==> src/rtl/sflash_pkg.sv <==
package sflash_pkg;

  localparam int CTRL_W      = 32;
  localparam int DUMMY_CNT_W = 6;

  // control word field positions
  localparam int BIT_STOP    = 2;
  localparam int BIT_DLO     = 6;
  localparam int BIT_DHI     = 14;
  localparam int BIT_OP      = 16;
  localparam int BIT_HALVE   = 28;

  localparam logic [7:0] PLAIN_READ_OP = 8'h03;

  typedef enum logic [1:0] {
    MODE_READ  = 2'd0,
    MODE_FAST  = 2'd1,
    MODE_WRITE = 2'd2,
    MODE_USER  = 2'd3
  } xfer_mode_e;

  typedef enum logic [2:0] {
    PH_IDLE,
    PH_CMD,
    PH_ADDR,
    PH_DUMMY,
    PH_DATA,
    PH_FIN
  } phase_e;

  typedef struct packed {
    logic                   framed;
    logic                   reject;
    logic [7:0]             opcode;
    logic                   wide_addr;
    logic [DUMMY_CNT_W-1:0] n_dummy;
  } xfer_plan_t;

endpackage

==> src/rtl/sflash_decode.sv <==
module sflash_decode
  import sflash_pkg::*;
(
  input  logic [CTRL_W-1:0] ctrl_word,
  input  logic              write_req,
  input  logic              wr_allow,
  input  logic              wide_addr,
  output xfer_plan_t        plan
);

  xfer_mode_e mode;
  logic [2:0] dsel;
  logic       unused_bits;

  assign unused_bits = ^{ctrl_word[31:29], ctrl_word[27:24], ctrl_word[15],
                         ctrl_word[13:8], ctrl_word[5:2]};

  always_comb begin
    mode = xfer_mode_e'(ctrl_word[1:0]);
    dsel = {ctrl_word[BIT_DHI], ctrl_word[BIT_DLO+1], ctrl_word[BIT_DLO]};

    plan.framed    = (mode != MODE_USER);
    plan.opcode    = (mode == MODE_READ) ? PLAIN_READ_OP : ctrl_word[BIT_OP +: 8];
    plan.wide_addr = wide_addr;

    if (mode == MODE_FAST) begin
      plan.n_dummy = ctrl_word[BIT_HALVE] ? {1'b0, dsel, 2'b00} : {dsel, 3'b000};
    end else begin
      plan.n_dummy = '0;
    end

    if (write_req) begin
      plan.reject = !wr_allow || !((mode == MODE_WRITE) || (mode == MODE_USER));
    end else begin
      plan.reject = (mode == MODE_WRITE);
    end
  end

endmodule

==> src/rtl/sflash_csdrv.sv <==
module sflash_csdrv
  import sflash_pkg::*;
#(
  parameter int NUM_CS = 2,
  parameter int CS_W   = (NUM_CS > 1) ? $clog2(NUM_CS) : 1
) (
  input  logic [NUM_CS*CTRL_W-1:0] ctrl_all,
  input  logic                     sel_active,
  input  logic [CS_W-1:0]          sel_cs,
  output logic [NUM_CS-1:0]        cs_n
);

  for (genvar i = 0; i < NUM_CS; i++) begin : g_cs
    logic [CTRL_W-1:0] word;
    logic              is_user;
    logic              framed_sel;
    logic              unused_word;

    assign word        = ctrl_all[i*CTRL_W +: CTRL_W];
    assign unused_word = ^{word[CTRL_W-1:3]};
    assign is_user     = (xfer_mode_e'(word[1:0]) == MODE_USER);
    assign framed_sel  = sel_active && (sel_cs == CS_W'(i));
    assign cs_n[i]     = !framed_sel && (is_user ? word[BIT_STOP] : 1'b1);
  end

endmodule

==> src/rtl/sflash_fsm.sv <==
module sflash_fsm
  import sflash_pkg::*;
#(
  parameter int CS_W = 1
) (
  input  logic            clk,
  input  logic            rst_n,
  input  logic            req_valid,
  input  logic            req_write,
  input  logic [CS_W-1:0] req_cs,
  input  logic [31:0]     req_addr,
  input  logic [1:0]      req_len_m1,
  input  logic [31:0]     req_wdata,
  input  xfer_plan_t      plan_in,
  input  logic [7:0]      dummy_byte,
  input  logic            spi_done,
  input  logic [7:0]      spi_rx,
  output logic            spi_req,
  output logic [7:0]      spi_tx,
  output logic            busy,
  output logic            done,
  output logic            err,
  output logic [31:0]     rdata,
  output logic            sel_active,
  output logic [CS_W-1:0] sel_cs
);

  phase_e                 ph_q, ph_d;
  logic [DUMMY_CNT_W-1:0] cnt_q, cnt_d;
  xfer_plan_t             plan_q;
  logic [31:0]            addr_q, wdata_q;
  logic [1:0]             len_q;
  logic                   wr_q;
  logic [CS_W-1:0]        cs_q;
  logic [31:0]            rdata_q, rdata_d;
  logic                   err_q, err_d;
  logic                   load, step;
  logic [DUMMY_CNT_W-1:0] last_addr;
  logic [1:0]             aidx;

  assign load      = (ph_q == PH_IDLE) && req_valid;
  assign spi_req   = (ph_q == PH_CMD) || (ph_q == PH_ADDR) ||
                     (ph_q == PH_DUMMY) || (ph_q == PH_DATA);
  assign step      = spi_req && spi_done;
  assign last_addr = plan_q.wide_addr ? DUMMY_CNT_W'(3) : DUMMY_CNT_W'(2);
  assign aidx      = (plan_q.wide_addr ? 2'd3 : 2'd2) - cnt_q[1:0];

  // next state
  always_comb begin
    ph_d    = ph_q;
    cnt_d   = cnt_q;
    rdata_d = rdata_q;
    err_d   = err_q;
    unique case (ph_q)
      PH_IDLE: begin
        if (req_valid) begin
          cnt_d   = '0;
          rdata_d = '0;
          err_d   = plan_in.reject;
          if (plan_in.reject)      ph_d = PH_FIN;
          else if (plan_in.framed) ph_d = PH_CMD;
          else                     ph_d = PH_DATA;
        end
      end
      PH_CMD: begin
        if (step) begin
          ph_d  = PH_ADDR;
          cnt_d = '0;
        end
      end
      PH_ADDR: begin
        if (step) begin
          if (cnt_q == last_addr) begin
            cnt_d = '0;
            ph_d  = (plan_q.n_dummy != '0) ? PH_DUMMY : PH_DATA;
          end else begin
            cnt_d = cnt_q + 1'b1;
          end
        end
      end
      PH_DUMMY: begin
        if (step) begin
          if (cnt_q == plan_q.n_dummy - 1'b1) begin
            cnt_d = '0;
            ph_d  = PH_DATA;
          end else begin
            cnt_d = cnt_q + 1'b1;
          end
        end
      end
      PH_DATA: begin
        if (step) begin
          if (!wr_q) rdata_d[{cnt_q[1:0], 3'b000} +: 8] = spi_rx;
          if (cnt_q[1:0] == len_q) ph_d = PH_FIN;
          else                     cnt_d = cnt_q + 1'b1;
        end
      end
      PH_FIN:  ph_d = PH_IDLE;
      default: ph_d = PH_IDLE;
    endcase
  end

  // byte presented to the shifter
  always_comb begin
    unique case (ph_q)
      PH_CMD:   spi_tx = plan_q.opcode;
      PH_ADDR:  spi_tx = addr_q[{aidx, 3'b000} +: 8];
      PH_DUMMY: spi_tx = dummy_byte;
      PH_DATA:  spi_tx = wr_q ? wdata_q[{cnt_q[1:0], 3'b000} +: 8] : 8'h00;
      default:  spi_tx = 8'h00;
    endcase
  end

  always_ff @(posedge clk or negedge rst_n) begin
    if (!rst_n) begin
      ph_q    <= PH_IDLE;
      cnt_q   <= '0;
      rdata_q <= '0;
      err_q   <= 1'b0;
    end else begin
      ph_q    <= ph_d;
      cnt_q   <= cnt_d;
      rdata_q <= rdata_d;
      err_q   <= err_d;
    end
  end

  always_ff @(posedge clk or negedge rst_n) begin
    if (!rst_n) begin
      plan_q  <= '0;
      addr_q  <= '0;
      wdata_q <= '0;
      len_q   <= '0;
      wr_q    <= 1'b0;
      cs_q    <= '0;
    end else if (load) begin
      plan_q  <= plan_in;
      addr_q  <= req_addr;
      wdata_q <= req_wdata;
      len_q   <= req_len_m1;
      wr_q    <= req_write;
      cs_q    <= req_cs;
    end
  end

  assign busy       = (ph_q != PH_IDLE);
  assign done       = (ph_q == PH_FIN);
  assign err        = err_q;
  assign rdata      = rdata_q;
  assign sel_active = spi_req && plan_q.framed;
  assign sel_cs     = cs_q;

endmodule

==> src/rtl/sflash_seq.sv <==
module sflash_seq
  import sflash_pkg::*;
#(
  parameter int NUM_CS = 2,
  parameter int CS_W   = (NUM_CS > 1) ? $clog2(NUM_CS) : 1
) (
  input  logic                     clk,
  input  logic                     rst_n,
  input  logic                     req_valid,
  input  logic                     req_write,
  input  logic [CS_W-1:0]          req_cs,
  input  logic [31:0]              req_addr,
  input  logic [1:0]               req_len_m1,
  input  logic [31:0]              req_wdata,
  input  logic [NUM_CS*CTRL_W-1:0] cfg_ctrl,
  input  logic [NUM_CS-1:0]        cfg_wr_en,
  input  logic [NUM_CS-1:0]        cfg_wide_addr,
  input  logic [7:0]               cfg_dummy_data,
  output logic                     spi_req,
  output logic [7:0]               spi_tx,
  input  logic                     spi_done,
  input  logic [7:0]               spi_rx,
  output logic [NUM_CS-1:0]        cs_n,
  output logic                     busy,
  output logic                     done,
  output logic                     err,
  output logic [31:0]              rdata
);

  logic [CTRL_W-1:0] ctrl_sel;
  xfer_plan_t        plan;
  logic              sel_active;
  logic [CS_W-1:0]   sel_cs;

  assign ctrl_sel = cfg_ctrl[int'(req_cs)*CTRL_W +: CTRL_W];

  sflash_decode u_dec (
    .ctrl_word (ctrl_sel),
    .write_req (req_write),
    .wr_allow  (cfg_wr_en[req_cs]),
    .wide_addr (cfg_wide_addr[req_cs]),
    .plan      (plan)
  );

  sflash_fsm #(.CS_W(CS_W)) u_fsm (
    .clk        (clk),
    .rst_n      (rst_n),
    .req_valid  (req_valid),
    .req_write  (req_write),
    .req_cs     (req_cs),
    .req_addr   (req_addr),
    .req_len_m1 (req_len_m1),
    .req_wdata  (req_wdata),
    .plan_in    (plan),
    .dummy_byte (cfg_dummy_data),
    .spi_done   (spi_done),
    .spi_rx     (spi_rx),
    .spi_req    (spi_req),
    .spi_tx     (spi_tx),
    .busy       (busy),
    .done       (done),
    .err        (err),
    .rdata      (rdata),
    .sel_active (sel_active),
    .sel_cs     (sel_cs)
  );

  sflash_csdrv #(.NUM_CS(NUM_CS), .CS_W(CS_W)) u_cs (
    .ctrl_all   (cfg_ctrl),
    .sel_active (sel_active),
    .sel_cs     (sel_cs),
    .cs_n       (cs_n)
  );

endmodule

==> config.mk <==
export PLATFORM = sky130hd
export DESIGN_NAME = sflash_seq
export DESIGN_NICKNAME = d
export VERILOG_FILES = /design/src/rtl/sflash_pkg.sv /design/src/rtl/sflash_decode.sv /design/src/rtl/sflash_csdrv.sv /design/src/rtl/sflash_fsm.sv /design/src/rtl/sflash_seq.sv
export SDC_FILE = /design/constraint.sdc
export NUM_CORES = 1
export LEC_CHECK = 0
export BUFFER_PORTS_ARGS = -buffer_cell sky130_fd_sc_hd__buf_2
export CAP_MARGIN = 20
export CORE_MARGIN = 10
export CORE_UTILIZATION = 55
export DETAILED_ROUTE_END_ITERATION = 16
export PLACE_DENSITY = 0.86
export SLEW_MARGIN = 20
export SYNTH_ARGS = -nofsm -noshare
export SYNTH_HDL_FRONTEND = slang
export SYNTH_SLANG_ARGS = --single-unit
==> constraint.sdc <==
create_clock -name clk -period 5.1 [get_ports clk]
set_clock_uncertainty 0.1 [all_clocks]
set_input_delay 0.51 -clock clk [delete_from_list [all_inputs] [get_ports clk]]
set_output_delay 0.51 -clock clk [all_outputs]
set_load 0.05 [all_outputs]
======== Word level (Yosys, flattened, before mapping) ========
Cells that the tools add are included.
storage, ports and cells
  bits in registers ....................... 126
  input bits .............................. 156
  output and inout port bits .............. 46
  word-level logic and storage cells ...... 114
cells by class
  add/subtract/negate cells ............... 4
  $lt $le $gt $ge ......................... 1
  equal/unequal tests ..................... 24
  shifts and indexed selects .............. 5
  multiplexer cells ....................... 40
  bitwise gates (word level) .............. 1
  reduce and logical (&&, ||, !) cells .... 26
operator list
  kind                                                                     number
  32-bit 2-to-1 mux                                                        3
  32-bit one-hot mux with 2 select lines                                   1
  32-bit by 6-bit variable part select with 8-bit output                   2
  64-bit by 7-bit variable part select with 29-bit output                  1
  6-bit 2-to-1 mux                                                         10
  3-bit 2-to-1 mux                                                         11
  32-bit bitwise mux                                                       1
  8-bit one-hot mux with 4 select lines                                    1
  8-bit by 7-bit variable shift with 32-bit output (first input constant)  1
  8-bit by 7-bit variable part select with 32-bit output                   1
  6-bit one-hot mux with 5 select lines                                    1
  8-bit 2-to-1 mux                                                         2
  3-bit one-hot mux with 5 select lines                                    1
  2-bit != test (second input constant)                                    7
  6-bit == test                                                            2
  1-bit 2-to-1 mux                                                         9
  2-bit == test (second input constant)                                    4
  2-bit by 1-bit != test with 1-bit output (second input constant)         4
  8-bit AND reduction                                                      1
  1-bit logical AND                                                        7
  5-bit negator with 7-bit output                                          1
  7-bit AND reduction                                                      1
  6-bit by 1-bit adder with 6-bit output (second input constant)           1
  3-bit by 2-bit == test with 1-bit output (second input constant)         2
  other kinds (18)                                                         26

======== Longest topological paths before layout ========
  depth after elaboration ................. 9
  gate-level depth with buffers ........... 8
  mapped depth without buffers ............ 7

======== Cells and area by module ========
A second synthesis with hierarchy kept.
second synthesis, totals
  cell total of the unflattened synthesis .. 517
  area, all modules ....................... 6757.7 um^2
by module, submodules not included
  module         instances  cells an instance  area each (um^2)
  sflash_fsm     1          449                6003.3
  sflash_seq     1          38                 566.8
  sflash_decode  1          25                 158.9
  sflash_csdrv   1          5                  28.8

======== Least setup slack after synthesis ========
No wires, ideal clock.
  path type ............................... reg2out
  start point ............................. register u_fsm.ph_q[2]
  end point ............................... output cs_n[1]
  arrival ................................. 2266 ps
  data required time ...................... 4490 ps
  slack ................................... 2224 ps
  stages on the path, launching flop included .. 5
  cells stage by stage .................... dfrtp_1 -> buf_2 -> buf_1 -> xnor2_1 -> a31oi_1
between the ends
  word-level cells in the longest chain between the ends .. 8
  elaborated cells between the ends (all ways) .. 11
ends and longest elaborated chain
  what                                                                                                         RTL line            source
  start, declared                                                                                              sflash_fsm.sv:28    phase_e ph_q, ph_d;
  start signal, assigned                                                                                       sflash_fsm.sv:121   ph_q <= ph_d;
  3-bit by 1-bit == test with 1-bit output / 3-bit by 2-bit == test with 1-bit output (equally long branches)  sflash_fsm.sv:42    assign spi_req = (ph_q == PH_CMD) || (ph_q == PH_ADDR) ||
  1-bit logical OR (2 in a row)                                                                                sflash_fsm.sv:42
  1-bit logical OR (*)                                                                                         sflash_fsm.sv:43    (ph_q == PH_DUMMY) || (ph_q == PH_DATA);
  net spi_req                                                                                                  sflash_seq.sv:19    output logic spi_req,
  1-bit logical AND (*)                                                                                        sflash_fsm.sv:150   assign sel_active = spi_req && plan_q.framed;
  1-bit logical AND (*)                                                                                        sflash_csdrv.sv:22  assign framed_sel = sel_active && (sel_cs == CS_W'(i));
  1-bit logical NOT (*)                                                                                        sflash_csdrv.sv:23  assign cs_n[i] = !framed_sel && (is_user ? word[BIT_STOP] : 1'b1);
  1-bit logical AND (*)                                                                                        sflash_csdrv.sv:23
  end, declared                                                                                                sflash_seq.sv:23    output logic [NUM_CS-1:0] cs_n,
Mark *: on every way through the listed nets, which the timed path passes. The rest lies on a longest branch.

======== Final worst setup path ========
  start point ............................. register u_fsm.cnt_q[0]
  end point ............................... output spi_tx[5]
between the ends
  word-level cells in the longest chain between the ends .. 3
  elaborated cells between the ends (all ways) .. 5
ends and longest elaborated chain
  what                                                                                               RTL line                              source
  start, declared                                                                                    sflash_fsm.sv:29                      logic [DUMMY_CNT_W-1:0] cnt_q, cnt_d;
  start signal, assigned                                                                             sflash_fsm.sv:122                     cnt_q <= cnt_d;
  2-bit subtractor / 32-bit by 6-bit variable part select with 8-bit output (equally long branches)  sflash_fsm.sv:46, sflash_fsm.sv:109
  32-bit by 6-bit variable part select with 8-bit output / 8-bit 2-to-1 mux (equally long branches)  sflash_fsm.sv:107, sflash_fsm.sv:109
  8-bit one-hot mux with 4 select lines (*)                                                          sflash_fsm.sv:105                     unique case (ph_q)
  end, declared                                                                                      sflash_seq.sv:20                      output logic [7:0] spi_tx,
Every way passes the cells marked *; elsewhere a longest branch is shown, timed or not.

==> results.md <==
- Layout cell share with drive strength beyond 1: ~29%
- Die Span Y: ~120 µm
- Number of global-route vias before repair: around 5500
- Die W: about 120 µm
- WL per Instance: 18.2 µm
- N_diodes: 0
- LEAKAGE: 3.91 nW
- Maximum vdd ir drop: 0.398 mV
- Mapped Area: 0.00601 mm²
- RR Startpoint: u_fsm.cnt_q[0]
- Internal power: 0.00272 W
- Filler cell count: 843
- Area of the die: around 0.016 mm²
- Drt pass-1 iters: 6
- Worst slew pin tran: slightly above 1 ns
- Hold buffers post-CTS: 0
- PortBufs: 167
- CTS root buf: clkbuf_8
- Fraction of registers with async set/reset: 100%
- Worst-skew pair later-pin latency: roughly 0.52 ns
- Distinct cells, synth: 48
- Layout Nets: 938
- Fmax: about 260 MHz
- Critical path, cell by cell: ha_1 -> xnor2_1 -> mux4_2 -> nand2_1 -> o221ai_1 -> buf_2
- Total GRT Usage: 21.4%
- Critical Path Sink: spi_tx[5]
- CTS tree: built
- Sequential-to-total area share from yosys stat: 51.6%
- Pre-CTS WS: 1.76 ns
- Area growth, synth to finish: 24.7%
- Most common library cells after synthesis: 251 x nand2_1, 124 x dfrtp_1, 29 x o21ai_0
- Net Sw Power: around 0.0019 W
- Rel. slew slack: 32.7%
- Most frequent cell after synthesis: nand2_1
- H-tree levels: 4
- CTS buffer count: 17
- Ports: between 200 and 250
- Setup ws final: 1.22 ns
- HP Class: in -> async
- Synth area leader: dfrtp_1
- Reg2reg end: u_fsm.rdata[3]
- Worst path max stage delay: 0.76 ns
- Effective utilization at floorplan: 55.9%
- Yosys top cell area share: 51.6%
- Number of max-cap violations: 0
- Core box area: 0.0107 mm²
- Mapped Cells: 618
- DP HPWL: 12200 µm
- Clock Power Share: around a quarter
- GRT Residual Overflow: 0
- CP Capture Type: output port
- Fin crit share: about three quarters
- Post-Route Setup TNS: 0 ns
- Setup crit start: u_fsm.cnt_q[0]
- Clock-pin transition on the worst setup and hold timing paths: around 0.06 ns
- Critical Path RT: 4.49 ns
- Final setup viols: 0
- Tmin final: between 3 and 4 ns
- Reg power frac: 34.9%
- # DRC: 0
- Reg2Reg Setup Slack: 2.08 ns
- First-pass GRT wire length: 27400 µm
- Mapped Avg Cell Area: 9.72 µm²
- Crit Path Class: reg -> out
- Arr. time, crit path: 3.27 ns
- Postcts setup bufs: 0
- Unrepaired setup endpoints after global routing: false
- R2R cell count: 5
- Pwr Density: 617 mW/mm²
- Critical Path Start Type: register
- Deepest clock path buffer count: 2
- Pin count of the biggest net entering global routing: 84
- Vias after detailed routing: 5224
- Largest fanout on the critical path: 18
- Largest cells by area after synthesis: dfrtp_1 52%, nand2_1 16%, mux4_2 6.0%
- Gpl congestion: 0.926
- Comb pwr share: between 40% and 50%
- Antenna violations before repair: 0
- Final hold viol count: 82
- Synthesized Nets: 781
- Switching part of the total: 41.2%
- Clock sinks: 124
- Number of synthesized flops with an enable pin: 0
- Via density per instance: between 5 and 6
- Worst path slowest cell: xnor2_1
- Failing checks: hold timing
- Ys Warns: 0
- Post-cts gate resize count: 0
- Initial DRC Count: just over 500
- Most used DFF post-synth: dfrtp_1
- Run status: finished, violations left
- Fin. max-slew vios: 0
- # rows: 38
- Yosys reg bits: 124
- Fin Hold WS: -0.0729 ns
- Final wirelength: approximately 17000 µm
- DRT antenna net count: 0
==> cell families after synthesis <==
| kind of cell | count (synthesis) | share of synthesized area, % |
|---|---|---|
| AO/OA/AOI/OAI | 91 | 10.8 |
| adder cells (fa/ha/maj) | 7 | 1.46 |
| flip-flops | 124 | 51.6 |
| buffers and inverters | 49 | 3.25 |
| AND/OR/NAND/NOR | 292 | 20.5 |
| multiplexers | 41 | 10.3 |
| XOR/XNOR | 14 | 2.04 |
==> power by group through the flow <==
stage,clock network (W),registers [W],logic (W)
2_1_floorplan,0,0.00159,0.00138
3_3_place_gp,0,0.00160,0.00178
3_5_place_dp,0,0.00162,0.00184
4_1_cts,0.00117,0.00161,0.00186
5_1_grt,0.00122,0.00166,0.00203
6_report,0.00116,0.00161,0.00185
==> registers in the layout, indices dropped and copies added, names as in the netlist <==
name,flops
u_fsm.addr_q,32
u_fsm.rdata,32
u_fsm.wdata_q,32
u_fsm.plan_q,14
u_fsm.cnt_q,6
u_fsm.ph_q,3
u_fsm.len_q,2
u_fsm.err,1
u_fsm.sel_cs,1
u_fsm.wr_q,1
==> per-layer routing <==
metal / vias up / track usage, % / share of wire [%]
met5: - / 0 / 0
met3: 44 / 4.77 / 5.3
met2: 236 / 37.5 / 53
met1: 2528 / 24.9 / 40
li1: 2416 / - / -
met4: 0 / 8.22 / 2.5
==> worst min path at each step <==
stage | cells after the start | start | to | slack (ns)
6_report | 1 | rst_n | u_fsm.sel_cs | -0.07
3_5_place_dp | 2 | u_fsm.addr_q[14] | u_fsm.addr_q[14] | 0.36
3_3_place_gp | 2 | u_fsm.addr_q[31] | u_fsm.addr_q[31] | 0.35
5_1_grt | 1 | rst_n | u_fsm.sel_cs | 0.005
4_1_cts | 3 | req_addr[21] | u_fsm.addr_q[21] | 0.06
2_1_floorplan | 0 | rst_n | u_fsm.addr_q[0] | 0.11
==> cell usage in the layout (no fill, tap or decap), types with 4 or more instances in the layout <==
master	netlist	routed
o221ai_1	8	8
nand2_1	251	250
clkbuf_16	0	16
clkinv_4	0	4
dfrtp_1	124	124
nor3b_1	4	4
mux4_2	16	16
mux2_2	5	5
a22o_1	27	27
xor2_1	6	6
mux2i_1	20	20
xnor2_1	8	8
nand3_1	5	5
ha_1	7	7
nor2_1	11	11
inv_1	17	17
o21ai_0	29	29
buf_2	4	166
o21ai_1	4	4
nor3_1	4	4
==> stage by stage <==
stage          total power (W)  area (µm²)  cells  utilization, %  hold WS, ns
2_1_floorplan          0.00297        6010    618               -        0.114
3_3_place_gp           0.00338        6920    896            64.4        0.354
3_5_place_dp           0.00346        6920    896            64.4        0.362
4_1_cts                0.00464        7490    928            69.7       0.0630
5_1_grt                0.00491        7490    928            69.7      0.00522
6_report               0.00462        7490    928            69.7      -0.0729
==> worst max-delay path: cells and delay by family (launching register included) <==
family | cells | cell delay (ns)
compound gates | 1 | 0.14
mux | 1 | 0.42
xor+xnor | 1 | 0.76
simple gates | 1 | 0.08
buf+inv | 1 | 0.25
flops | 1 | 0.71
fa+ha+maj | 1 | 0.38
==> final cells by class <==
| cell class | instances | area, µm² | share of cell area, % |
|---|---|---|---|
| sequential | 124 | 3100 | 41.4 |
| multi-input combinational | 445 | 2710 | 36.2 |
| timing repair buffer | 170 | 865 | 11.5 |
| clock buffer | 19 | 432 | 5.76 |
| tap | 140 | 175 | 2.34 |
| clock inverter | 13 | 143 | 1.90 |
| inverter | 17 | 63.8 | 0.851 |
(Power assumes the default switching activity.)
